<file path="src/rtl/zadd_pkg.sv">
package zadd_pkg;

    typedef struct packed {
        logic       wm;
        logic       zb;
        logic       za;
        logic [3:0] num;
    } mchar_t;

    typedef enum logic [2:0] {
        ST_IDLE,
        ST_READ_A,
        ST_READ_B,
        ST_WRITE_B,
        ST_DONE,
        ST_ERROR
    } st_t;

    typedef enum logic [1:0] {
        ERR_NONE = 2'd0,
        ERR_LEN  = 2'd1,
        ERR_A    = 2'd2,
        ERR_B    = 2'd3
    } err_t;

    typedef enum logic [1:0] {
        FORM_BAD,
        FORM_CHAIN,
        FORM_ONE,
        FORM_TWO
    } form_t;

    localparam logic [3:0] BCD_ZERO  = 4'b1010;
    localparam logic [1:0] ZONE_NEG  = 2'b10;
    localparam logic [1:0] ZONE_POS  = 2'b11;

    // Strip zones; the units position keeps a normalised sign.
    function automatic logic [5:0] strip_zone(input logic [5:0] raw, input logic units);
        logic [1:0] z;
        z = raw[5:4];
        if (!units)
            return {2'b00, raw[3:0]};
        else if (z == ZONE_NEG)
            return {ZONE_NEG, raw[3:0]};
        else
            return {ZONE_POS, raw[3:0]};
    endfunction

endpackage

</file>
<file path="src/rtl/zadd_len_decode.sv">
module zadd_len_decode
    import zadd_pkg::*;
(
    input  logic [2:0] len,
    output form_t      form
);
    always_comb begin
        unique case (len)
            3'd1:    form = FORM_CHAIN;
            3'd4:    form = FORM_ONE;
            3'd7:    form = FORM_TWO;
            default: form = FORM_BAD;
        endcase
    end
endmodule

</file>
<file path="src/rtl/zadd_char_xform.sv">
module zadd_char_xform
    import zadd_pkg::*;
(
    input  logic [5:0] raw,
    input  logic       units,
    output logic [5:0] cooked
);
    always_comb cooked = strip_zone(raw, units);
endmodule

</file>
<file path="src/rtl/zadd_addr_regs.sv">
module zadd_addr_regs #(
    parameter int ADDR_W = 13
) (
    input  logic              clk,
    input  logic              rst,
    input  logic              load,
    input  logic [ADDR_W-1:0] load_a,
    input  logic [ADDR_W-1:0] load_b,
    input  logic              dec_a,
    input  logic              dec_b,
    output logic [ADDR_W-1:0] a_q,
    output logic [ADDR_W-1:0] b_q
);
    localparam logic [ADDR_W-1:0] ONE = ADDR_W'(1);

    always_ff @(posedge clk) begin
        if (rst) begin
            a_q <= '0;
            b_q <= '0;
        end else if (load) begin
            a_q <= load_a;
            b_q <= load_b;
        end else begin
            if (dec_a) a_q <= a_q - ONE;
            if (dec_b) b_q <= b_q - ONE;
        end
    end
endmodule

</file>
<file path="src/rtl/zadd_ctrl.sv">
module zadd_ctrl
    import zadd_pkg::*;
#(
    parameter int MEM_SIZE = 4000,
    parameter int ADDR_W   = 13
) (
    input  logic              clk,
    input  logic              rst,
    input  logic              start,
    input  form_t             form,
    input  logic [ADDR_W-1:0] a_q,
    input  logic [ADDR_W-1:0] b_q,
    input  logic              rd_wm,
    input  logic [5:0]        xf_data,
    output logic              units,
    output logic              go,
    output logic              dec_a,
    output logic              dec_b,
    output logic              mem_en,
    output logic              mem_we,
    output logic [ADDR_W-1:0] mem_addr,
    output logic [6:0]        mem_wdata,
    output logic              busy,
    output logic              done,
    output logic              error,
    output logic [1:0]        err_code
);
    localparam logic [ADDR_W-1:0] LIMIT = ADDR_W'(MEM_SIZE);

    st_t        st;
    err_t       err;
    logic       a_done;
    logic       fetched;
    logic [5:0] src_q;
    logic       a_ok, b_ok, idle_like;

    assign a_ok      = (a_q < LIMIT);
    assign b_ok      = (b_q < LIMIT);
    assign idle_like = (st == ST_IDLE) || (st == ST_DONE) || (st == ST_ERROR);

    always_ff @(posedge clk) begin
        if (rst) begin
            st      <= ST_IDLE;
            err     <= ERR_NONE;
            units   <= 1'b0;
            a_done  <= 1'b0;
            fetched <= 1'b0;
            src_q   <= '0;
        end else begin
            unique case (st)
                ST_IDLE, ST_DONE, ST_ERROR: begin
                    if (start) begin
                        if (form == FORM_BAD) begin
                            st  <= ST_ERROR;
                            err <= ERR_LEN;
                        end else begin
                            st     <= ST_READ_A;
                            err    <= ERR_NONE;
                            units  <= 1'b1;
                            a_done <= 1'b0;
                        end
                    end
                end
                ST_READ_A: begin
                    if (!a_ok) begin
                        st  <= ST_ERROR;
                        err <= ERR_A;
                    end else begin
                        st      <= ST_READ_B;
                        fetched <= 1'b1;
                    end
                end
                ST_READ_B: begin
                    if (!b_ok) begin
                        st  <= ST_ERROR;
                        err <= ERR_B;
                    end else begin
                        st <= ST_WRITE_B;
                        if (fetched) begin
                            src_q  <= xf_data;
                            a_done <= rd_wm;
                        end else begin
                            src_q <= {2'b00, BCD_ZERO};
                        end
                    end
                end
                ST_WRITE_B: begin
                    units <= 1'b0;
                    if (rd_wm) begin
                        st <= ST_DONE;
                    end else if (a_done) begin
                        st      <= ST_READ_B;
                        fetched <= 1'b0;
                    end else begin
                        st <= ST_READ_A;
                    end
                end
                default: st <= ST_IDLE;
            endcase
        end
    end

    always_comb begin
        go        = start && idle_like && (form != FORM_BAD);
        dec_a     = (st == ST_READ_A) && a_ok;
        dec_b     = (st == ST_WRITE_B);
        mem_en    = ((st == ST_READ_A) && a_ok) || ((st == ST_READ_B) && b_ok) || (st == ST_WRITE_B);
        mem_we    = (st == ST_WRITE_B);
        mem_addr  = (st == ST_READ_A) ? a_q : b_q;
        mem_wdata = {rd_wm, src_q};
        busy      = !idle_like;
        done      = (st == ST_DONE);
        error     = (st == ST_ERROR);
        err_code  = err;
    end
endmodule

</file>
<file path="src/rtl/zadd_engine.sv">
module zadd_engine
    import zadd_pkg::*;
#(
    parameter int MEM_SIZE = 4000,
    parameter int ADDR_W   = $clog2(MEM_SIZE) + 1
) (
    input  logic              clk,
    input  logic              rst,
    input  logic              start,
    input  logic [2:0]        instr_len,
    input  logic [ADDR_W-1:0] a_addr_in,
    input  logic [ADDR_W-1:0] b_addr_in,
    output logic [ADDR_W-1:0] a_reg,
    output logic [ADDR_W-1:0] b_reg,
    output logic              mem_en,
    output logic              mem_we,
    output logic [ADDR_W-1:0] mem_addr,
    output logic [6:0]        mem_wdata,
    input  logic [6:0]        mem_rdata,
    output logic              done,
    output logic              error,
    output logic [1:0]        err_code
);
    form_t             form;
    logic              units, go, dec_a, dec_b, busy;
    logic [5:0]        xf_data;
    logic [ADDR_W-1:0] load_a, load_b;
    mchar_t            rd_char;

    assign rd_char = mchar_t'(mem_rdata);

    zadd_len_decode u_len (
        .len  (instr_len),
        .form (form)
    );

    zadd_char_xform u_xf (
        .raw    ({rd_char.zb, rd_char.za, rd_char.num}),
        .units  (units),
        .cooked (xf_data)
    );

    always_comb begin
        unique case (form)
            FORM_TWO: begin load_a = a_addr_in; load_b = b_addr_in; end
            FORM_ONE: begin load_a = a_addr_in; load_b = a_addr_in; end
            default:  begin load_a = a_reg;     load_b = b_reg;     end
        endcase
    end

    zadd_addr_regs #(.ADDR_W(ADDR_W)) u_regs (
        .clk    (clk),
        .rst    (rst),
        .load   (go),
        .load_a (load_a),
        .load_b (load_b),
        .dec_a  (dec_a),
        .dec_b  (dec_b),
        .a_q    (a_reg),
        .b_q    (b_reg)
    );

    zadd_ctrl #(.MEM_SIZE(MEM_SIZE), .ADDR_W(ADDR_W)) u_ctrl (
        .clk       (clk),
        .rst       (rst),
        .start     (start),
        .form      (form),
        .a_q       (a_reg),
        .b_q       (b_reg),
        .rd_wm     (rd_char.wm),
        .xf_data   (xf_data),
        .units     (units),
        .go        (go),
        .dec_a     (dec_a),
        .dec_b     (dec_b),
        .mem_en    (mem_en),
        .mem_we    (mem_we),
        .mem_addr  (mem_addr),
        .mem_wdata (mem_wdata),
        .busy      (busy),
        .done      (done),
        .error     (error),
        .err_code  (err_code)
    );
endmodule

</file>
<file path="config.mk">
export PLATFORM = sky130hd
export DESIGN_NAME = zadd_engine
export DESIGN_NICKNAME = d
export VERILOG_FILES = /design/src/rtl/zadd_pkg.sv /design/src/rtl/zadd_len_decode.sv /design/src/rtl/zadd_char_xform.sv /design/src/rtl/zadd_addr_regs.sv /design/src/rtl/zadd_ctrl.sv /design/src/rtl/zadd_engine.sv
export SDC_FILE = /design/constraint.sdc
export NUM_CORES = 1
export LEC_CHECK = 0
export ABC_AREA = 1
export BUFFER_PORTS_ARGS = -buffer_cell sky130_fd_sc_hd__buf_2
export CELL_PAD_IN_SITES_DETAIL_PLACEMENT = 0
export CELL_PAD_IN_SITES_GLOBAL_PLACEMENT = 1
export CORE_AREA = 2 2 95 97
export CTS_BUF_LIST = sky130_fd_sc_hd__clkbuf_8 sky130_fd_sc_hd__clkbuf_16
export DETAILED_ROUTE_END_ITERATION = 8
export DIE_AREA = 0 0 97 99
export GPL_TIMING_DRIVEN = 0
export PLACE_DENSITY = 0.84
export SYNTH_ARGS = -nofsm -noshare
export SYNTH_HDL_FRONTEND = slang
export SYNTH_SLANG_ARGS = --single-unit
</file>
<file path="constraint.sdc">
create_clock -name clk -period 1.5 [get_ports clk]
set_input_delay 0.075 -clock clk [delete_from_list [all_inputs] [get_ports clk]]
set_output_delay 0.075 -clock clk [all_outputs]
set_load 0.03 [all_outputs]
</file>
Yosys cells after proc, flatten, opt, wreduce, memory -nomap -nowiden:

Cells that the tools add are included.

* word-level logic and storage cells: 95
* bits of input ports: 39
* flip-flop bits (word level): 40
* output and inout bits: 52

* add/subtract/negate cells: 2
* equal/unequal tests: 22
* multiplexer cells: 35
* $lt $le $gt $ge: 2
* reduce and logical (&&, ||, !) cells: 26

Operators by type and width (count)
* 13-bit 2-to-1 mux: 6
* 13-bit by 12-bit < comparator with 1-bit output (second input constant): 2
* 13-bit case mux with 2 select lines: 1
* 13-bit by 1-bit subtractor with 13-bit output (second input constant): 2
* 3-bit 2-to-1 mux: 5
* 3-bit equality test (second input constant): 4
* 6-bit 2-to-1 mux: 2
* 2-bit inequality test (second input constant): 6
* 2-bit case mux with 3 select lines: 2
* 3-bit case mux with 4 select lines: 1
* 2-bit nonzero test: 6
* 1-bit 2-to-1 mux: 10
* 2-bit 2-to-1 mux: 4
* 2-bit by 1-bit inequality test with 1-bit output (second input constant): 4
* 4-bit AND reduction: 2
* 2-bit equality test (second input constant): 3
* 3-bit by 1-bit equality test with 1-bit output (second input constant): 2
* 3-bit by 2-bit equality test with 1-bit output (second input constant): 2
* 1-bit case mux with 2 select lines: 3
* 2-bit AND reduction: 3
* 5-bit 2-to-1 mux: 1
* 5-bit AND reduction: 1
* 1-bit logical AND: 4
* 1-bit logical OR: 4
* other kinds (7): 7

Depth between registers and ports, before layout:

* depth in word-level cells: 7
* depth in mapped cells: 10
* gate-level depth less buffers: 10

Hierarchy:

From an unflattened synthesis, not the netlist that was laid out.

* cell total of the unflattened synthesis: 528
* area total of the unflattened synthesis: 3110.5 um2

Modules (own cells, without submodules)
* zadd_addr_regs: area an instance 1636.6 um2, cells an instance 248, times used 1
* zadd_ctrl: area an instance 938.4 um2, cells an instance 162, times used 1
* zadd_engine: area an instance 446.7 um2, cells an instance 101, times used 1
* zadd_char_xform: area an instance 53.8 um2, cells an instance 8, times used 1
* zadd_len_decode: area an instance 35.0 um2, cells an instance 9, times used 1

Least setup slack after synthesis:

OpenSTA, ideal clock, no wires.

* path kind: reg-to-reg
* start: register u_regs.a_q[7]
* end: register u_regs.a_q[9]
* buffers on the path: 2
* stages on the path, launching flop included: 10
* period minus slack after synthesis: 1540 ps
* data arrival time: 1422 ps
* required time: 1383 ps
* library setup time: 117 ps
* path slack: -40 ps
* cell sequence: dfxtp_1 -> clkbuf_2 -> nand2_1 -> nor2_1 -> nand2_1 -> nand3_2 -> nand2_4 -> buf_6 -> o21ai_0 -> nor2_1

* word-level cells in the longest chain between the ends: 4
* elaborated cells between the ends (all ways): 7
* those cells by class: 1 x add/sub; 1 x order compare; 2 x mux; 3 x reduce/logical

RTL lines
* from (decl): line zadd_addr_regs.sv:11 `output logic [ADDR_W-1:0] a_q,`
* from (signal assigned): line zadd_addr_regs.sv:21 `a_q <= load_a;`
* from (signal assigned): line zadd_addr_regs.sv:24 `if (dec_a) a_q <= a_q - ONE;`
* 13-bit by 12-bit < comparator with 1-bit output: line zadd_ctrl.sv:37 `assign a_ok = (a_q < LIMIT);`
* 1-bit logical AND: line zadd_ctrl.sv:105 `dec_a = (st == ST_READ_A) && a_ok;`
* 2-bit nonzero test (no line)
* 2-bit AND reduction (no line)

Parallel ways exist; a longest one is shown, timed or not. The select of a mux whose other input is x is not followed.
A chain may end at the register's enable or synchronous reset.

Final worst setup path:

* start: register u_ctrl.st[2]
* end: output mem_addr[7]

* word-level cells in the longest chain between the ends: 2

RTL lines
* from (decl): line zadd_ctrl.sv:30 `st_t st;`
* from (signal assigned): line zadd_ctrl.sv:43 `st <= ST_IDLE;`
* from (signal assigned): line zadd_ctrl.sv:54 `st <= ST_ERROR;`
* from (signal assigned): line zadd_ctrl.sv:57 `st <= ST_READ_A;`
* 3-bit by 1-bit equality test with 1-bit output: line zadd_ctrl.sv:109 `mem_addr = (st == ST_READ_A) ? a_q : b_q;`
* 13-bit 2-to-1 mux: line zadd_ctrl.sv:109
* to (decl): line zadd_engine.sv:17 `output logic [ADDR_W-1:0] mem_addr,`

No other way between the ends.

==> flow_summary.json <==
{
  "status": "complete, but fails checks",
  "violations": "setup timing",
  "final_cells": 742,
  "p_per_area_nw_per_um2": 2360,
  "layout_common_cells": "104 x nand2_1, 75 x buf_2, 68 x inv_1, 59 x nand3_1, 42 x nor2_1",
  "crit_type": "reg -> out",
  "die_area_sq_um": 9600,
  "clk_latency_ns": 0.31,
  "n_fill_cell": 808,
  "cp.arrival_ns": 1.54,
  "slowest_stage": "dfxtp_2",
  "synthDistinctLibCells": 27,
  "start_util_pct": 34.5,
  "dr.pass1.iters": 5,
  "min_period_ns": 1.61,
  "grt_pass1_wl_mm": 16.3,
  "drive_above_1_share_pct": 37.7,
  "die-height_microns": 99,
  "antenna_cells": 0,
  "holdCritStartpoint": "mem_rdata[0]",
  "grt_max_degree": 15,
  "relSlewSlack_pct": 59.5,
  "hold_path_class": "in -> reg",
  "grt.overflow.total": 0,
  "cp-end-kind": "output pin",
  "setup_viol": 29,
  "final_area_sq_um": 4600,
  "h-tree-depth": 2,
  "wirelength_mm": 11.7,
  "ys_ff_latch": 40,
  "area_growth_syn_to_layout_pct": 55.8,
  "hold_viol": 0,
  "crit_chain": "inv_2 > nand2_4 > nor2_4 > buf_12 > buf_6 > buf_8 > nand2_4 > nand2_4 > buf_6",
  "via_count": 3844,
  "grt_pass1_vias": 3307,
  "final_common_cell": "nand2_1",
  "wl_per_cell_microns": 15.7,
  "dr.first_iter.drc_count": 391,
  "rsz0062_at_grt": "yes",
  "critPathLaunch": "u_ctrl.st[2]",
  "clock_skew_ns": 0.00735,
  "cp_slowest_stage_delay_ns": 0.33,
  "fin_ws_ns": -0.111,
  "antenna_found_initial": 0,
  "drv_slew": 0,
  "placed_area_sq_um": 3540,
  "die_w_microns": 97,
  "fin_util_pct": 53.8,
  "ys_warn_count": 0,
  "cts_made_buffers": 5,
  "startpoint_type": "register",
  "tritoncts": "built",
  "cts.sink_count": 40,
  "p_leak_nw": 2.38,
  "synth_area_sq_um": 2950,
  "fin_crit_sh_pct": 107,
  "clk_pin_slew_ns": 0.09,
  "final-seq-area_sq_um": 831,
  "yosysSeqAreaShare_pct": 27.1,
  "cp.required_ns": 1.42,
  "portBuffers": 89,
  "crit_top_cell": "nand2_4",
  "place_congestion": 0.917,
  "timing.hold.ws_ns": 0.0262,
  "route.detailed.drc": 0,
  "avgViaCountPerCell": 5.18,
  "coreArea_sq_um": 8550,
  "crit_fanout": 8,
  "cts_max_path_buffers": 2,
  "avgSynthCellArea_sq_um": 5.97,
  "dpl.hpwl_mm": 7.65,
  "rr_startpoint": "u_ctrl.st[2]",
  "cts-root-buf": "clkbuf_8",
  "tightest_slew_ns": 0.608,
  "syn_nets": 536,
  "final_nets": 674,
  "io_pins": 91,
  "rows": 34,
  "multiInputGateArea_sq_um": 2000,
  "max_freq_mhz": 621,
  "dp_cells": 692,
  "ant_nets": 0,
  "peakVddDrop_v": 0.00123,
  "cap_violations": 0,
  "postSynthCellCount": 495,
  "grt_usage_pct": 21.0
}
## cell type report
| type | instances | area share [%] |
|---|---|---|
| buffer | 19 | 4.16 |
| clock buffer | 5 | 1.50 |
| clock inverter | 3 | 1.03 |
| inverter | 76 | 6.31 |
| multi-input combinational | 359 | 43.5 |
| sequential | 40 | 18.1 |
| tap | 108 | 2.94 |
| timing repair buffer | 132 | 22.5 |
## routing by layer
layer	vias to the layer above	wire (microns)	GRT usage (%)
li1	1858	-	-
met1	1790	5080	27.4
met2	172	5550	35.7
met3	24	719	3.19
met4	0	326	7.04
met5	-	0	0
## critical path, delay by kind of cell (launching register included)
kind | cells | cell delay (ns)
buffers and inverters | 5 | 0.56
DFF | 1 | 0.33
and+or+nand+nor | 4 | 0.33
## where the power goes
| part | internal [mW] | switching [mW] | total [mW] |
|---|---|---|---|
| clock | 0.503 | 0.478 | 0.981 |
| combinational | 3.27 | 4.66 | 7.93 |
| sequential | 1.46 | 0.467 | 1.93 |
| total | 5.23 | 5.61 | 10.8 |
## worst paths after layout
path	endpoint	slack, ns	cells after the start
hold / removal	u_ctrl.src_q[0]	0.03	3
hold reg to reg	u_ctrl.err_code[1]	0.46	2
setup / recovery	mem_addr[7]	-0.11	9
setup reg to reg	u_regs.a_q[8]	-0.08	11
## what timing repair did
| action | CTS | global route |
|---|---|---|
| resized for setup | 79 | 104 |
| hold buffers | 2 | 0 |
| hold endpoints to repair | 2 | 0 |
| pin swaps | 9 | 19 |
| cloned | 2 | 5 |
| setup endpoints to repair | 34 | 49 |
| setup buffers | 19 | 16 |
## state kept, by name, indices dropped and copies added (netlist names)
signal	cells
u_regs.a_q	13
u_regs.b_q	13
u_ctrl.src_q	6
u_ctrl.st	3
u_ctrl.err_code	2
u_ctrl.a_done	1
u_ctrl.fetched	1
u_ctrl.units	1
## synth_stat cells (all sizes together)
master / count / area share [%]
clkbuf: 7 / 0.93
xnor2: 2 / 0.59
ha: 2 / 0.85
nor2: 54 / 7.8
nand3: 65 / 12
nor3: 6 / 1.0
o211ai: 1 / 0.25
nand2: 125 / 18
xor2: 6 / 1.8
dfxtp: 40 / 27
inv: 76 / 9.7
buf: 13 / 3.6
nand4: 4 / 0.85
o21ai: 66 / 11
a21oi: 25 / 4.2
nand3b: 3 / 0.76
## logic make-up (layout without fill, tap and decap cells)
family | count (synthesis) | in the layout | share of synthesized area [%]
DFF | 40 | 40 | 27.1
buffers and inverters | 96 | 235 | 14.3
xor gates and xnor gates | 8 | 8 | 2.37
adders and majority gates | 2 | 2 | 0.847
AOI/OAI and AO/OA | 92 | 92 | 15.7
and+or+nand+nor | 257 | 257 | 39.7
## per-stage QoR
step                TNS [ns]  setup WS [ns]  power (mW)
global placement       -2.41         -0.156        7.22
floorplan                  0         0.0119        5.92
global route           -4.37         -0.182        11.5
finish                 -1.36         -0.111        10.8
detailed placement     -2.85         -0.181        7.30
CTS                   -0.848        -0.0911        9.34
(Power assumes the default switching activity.)
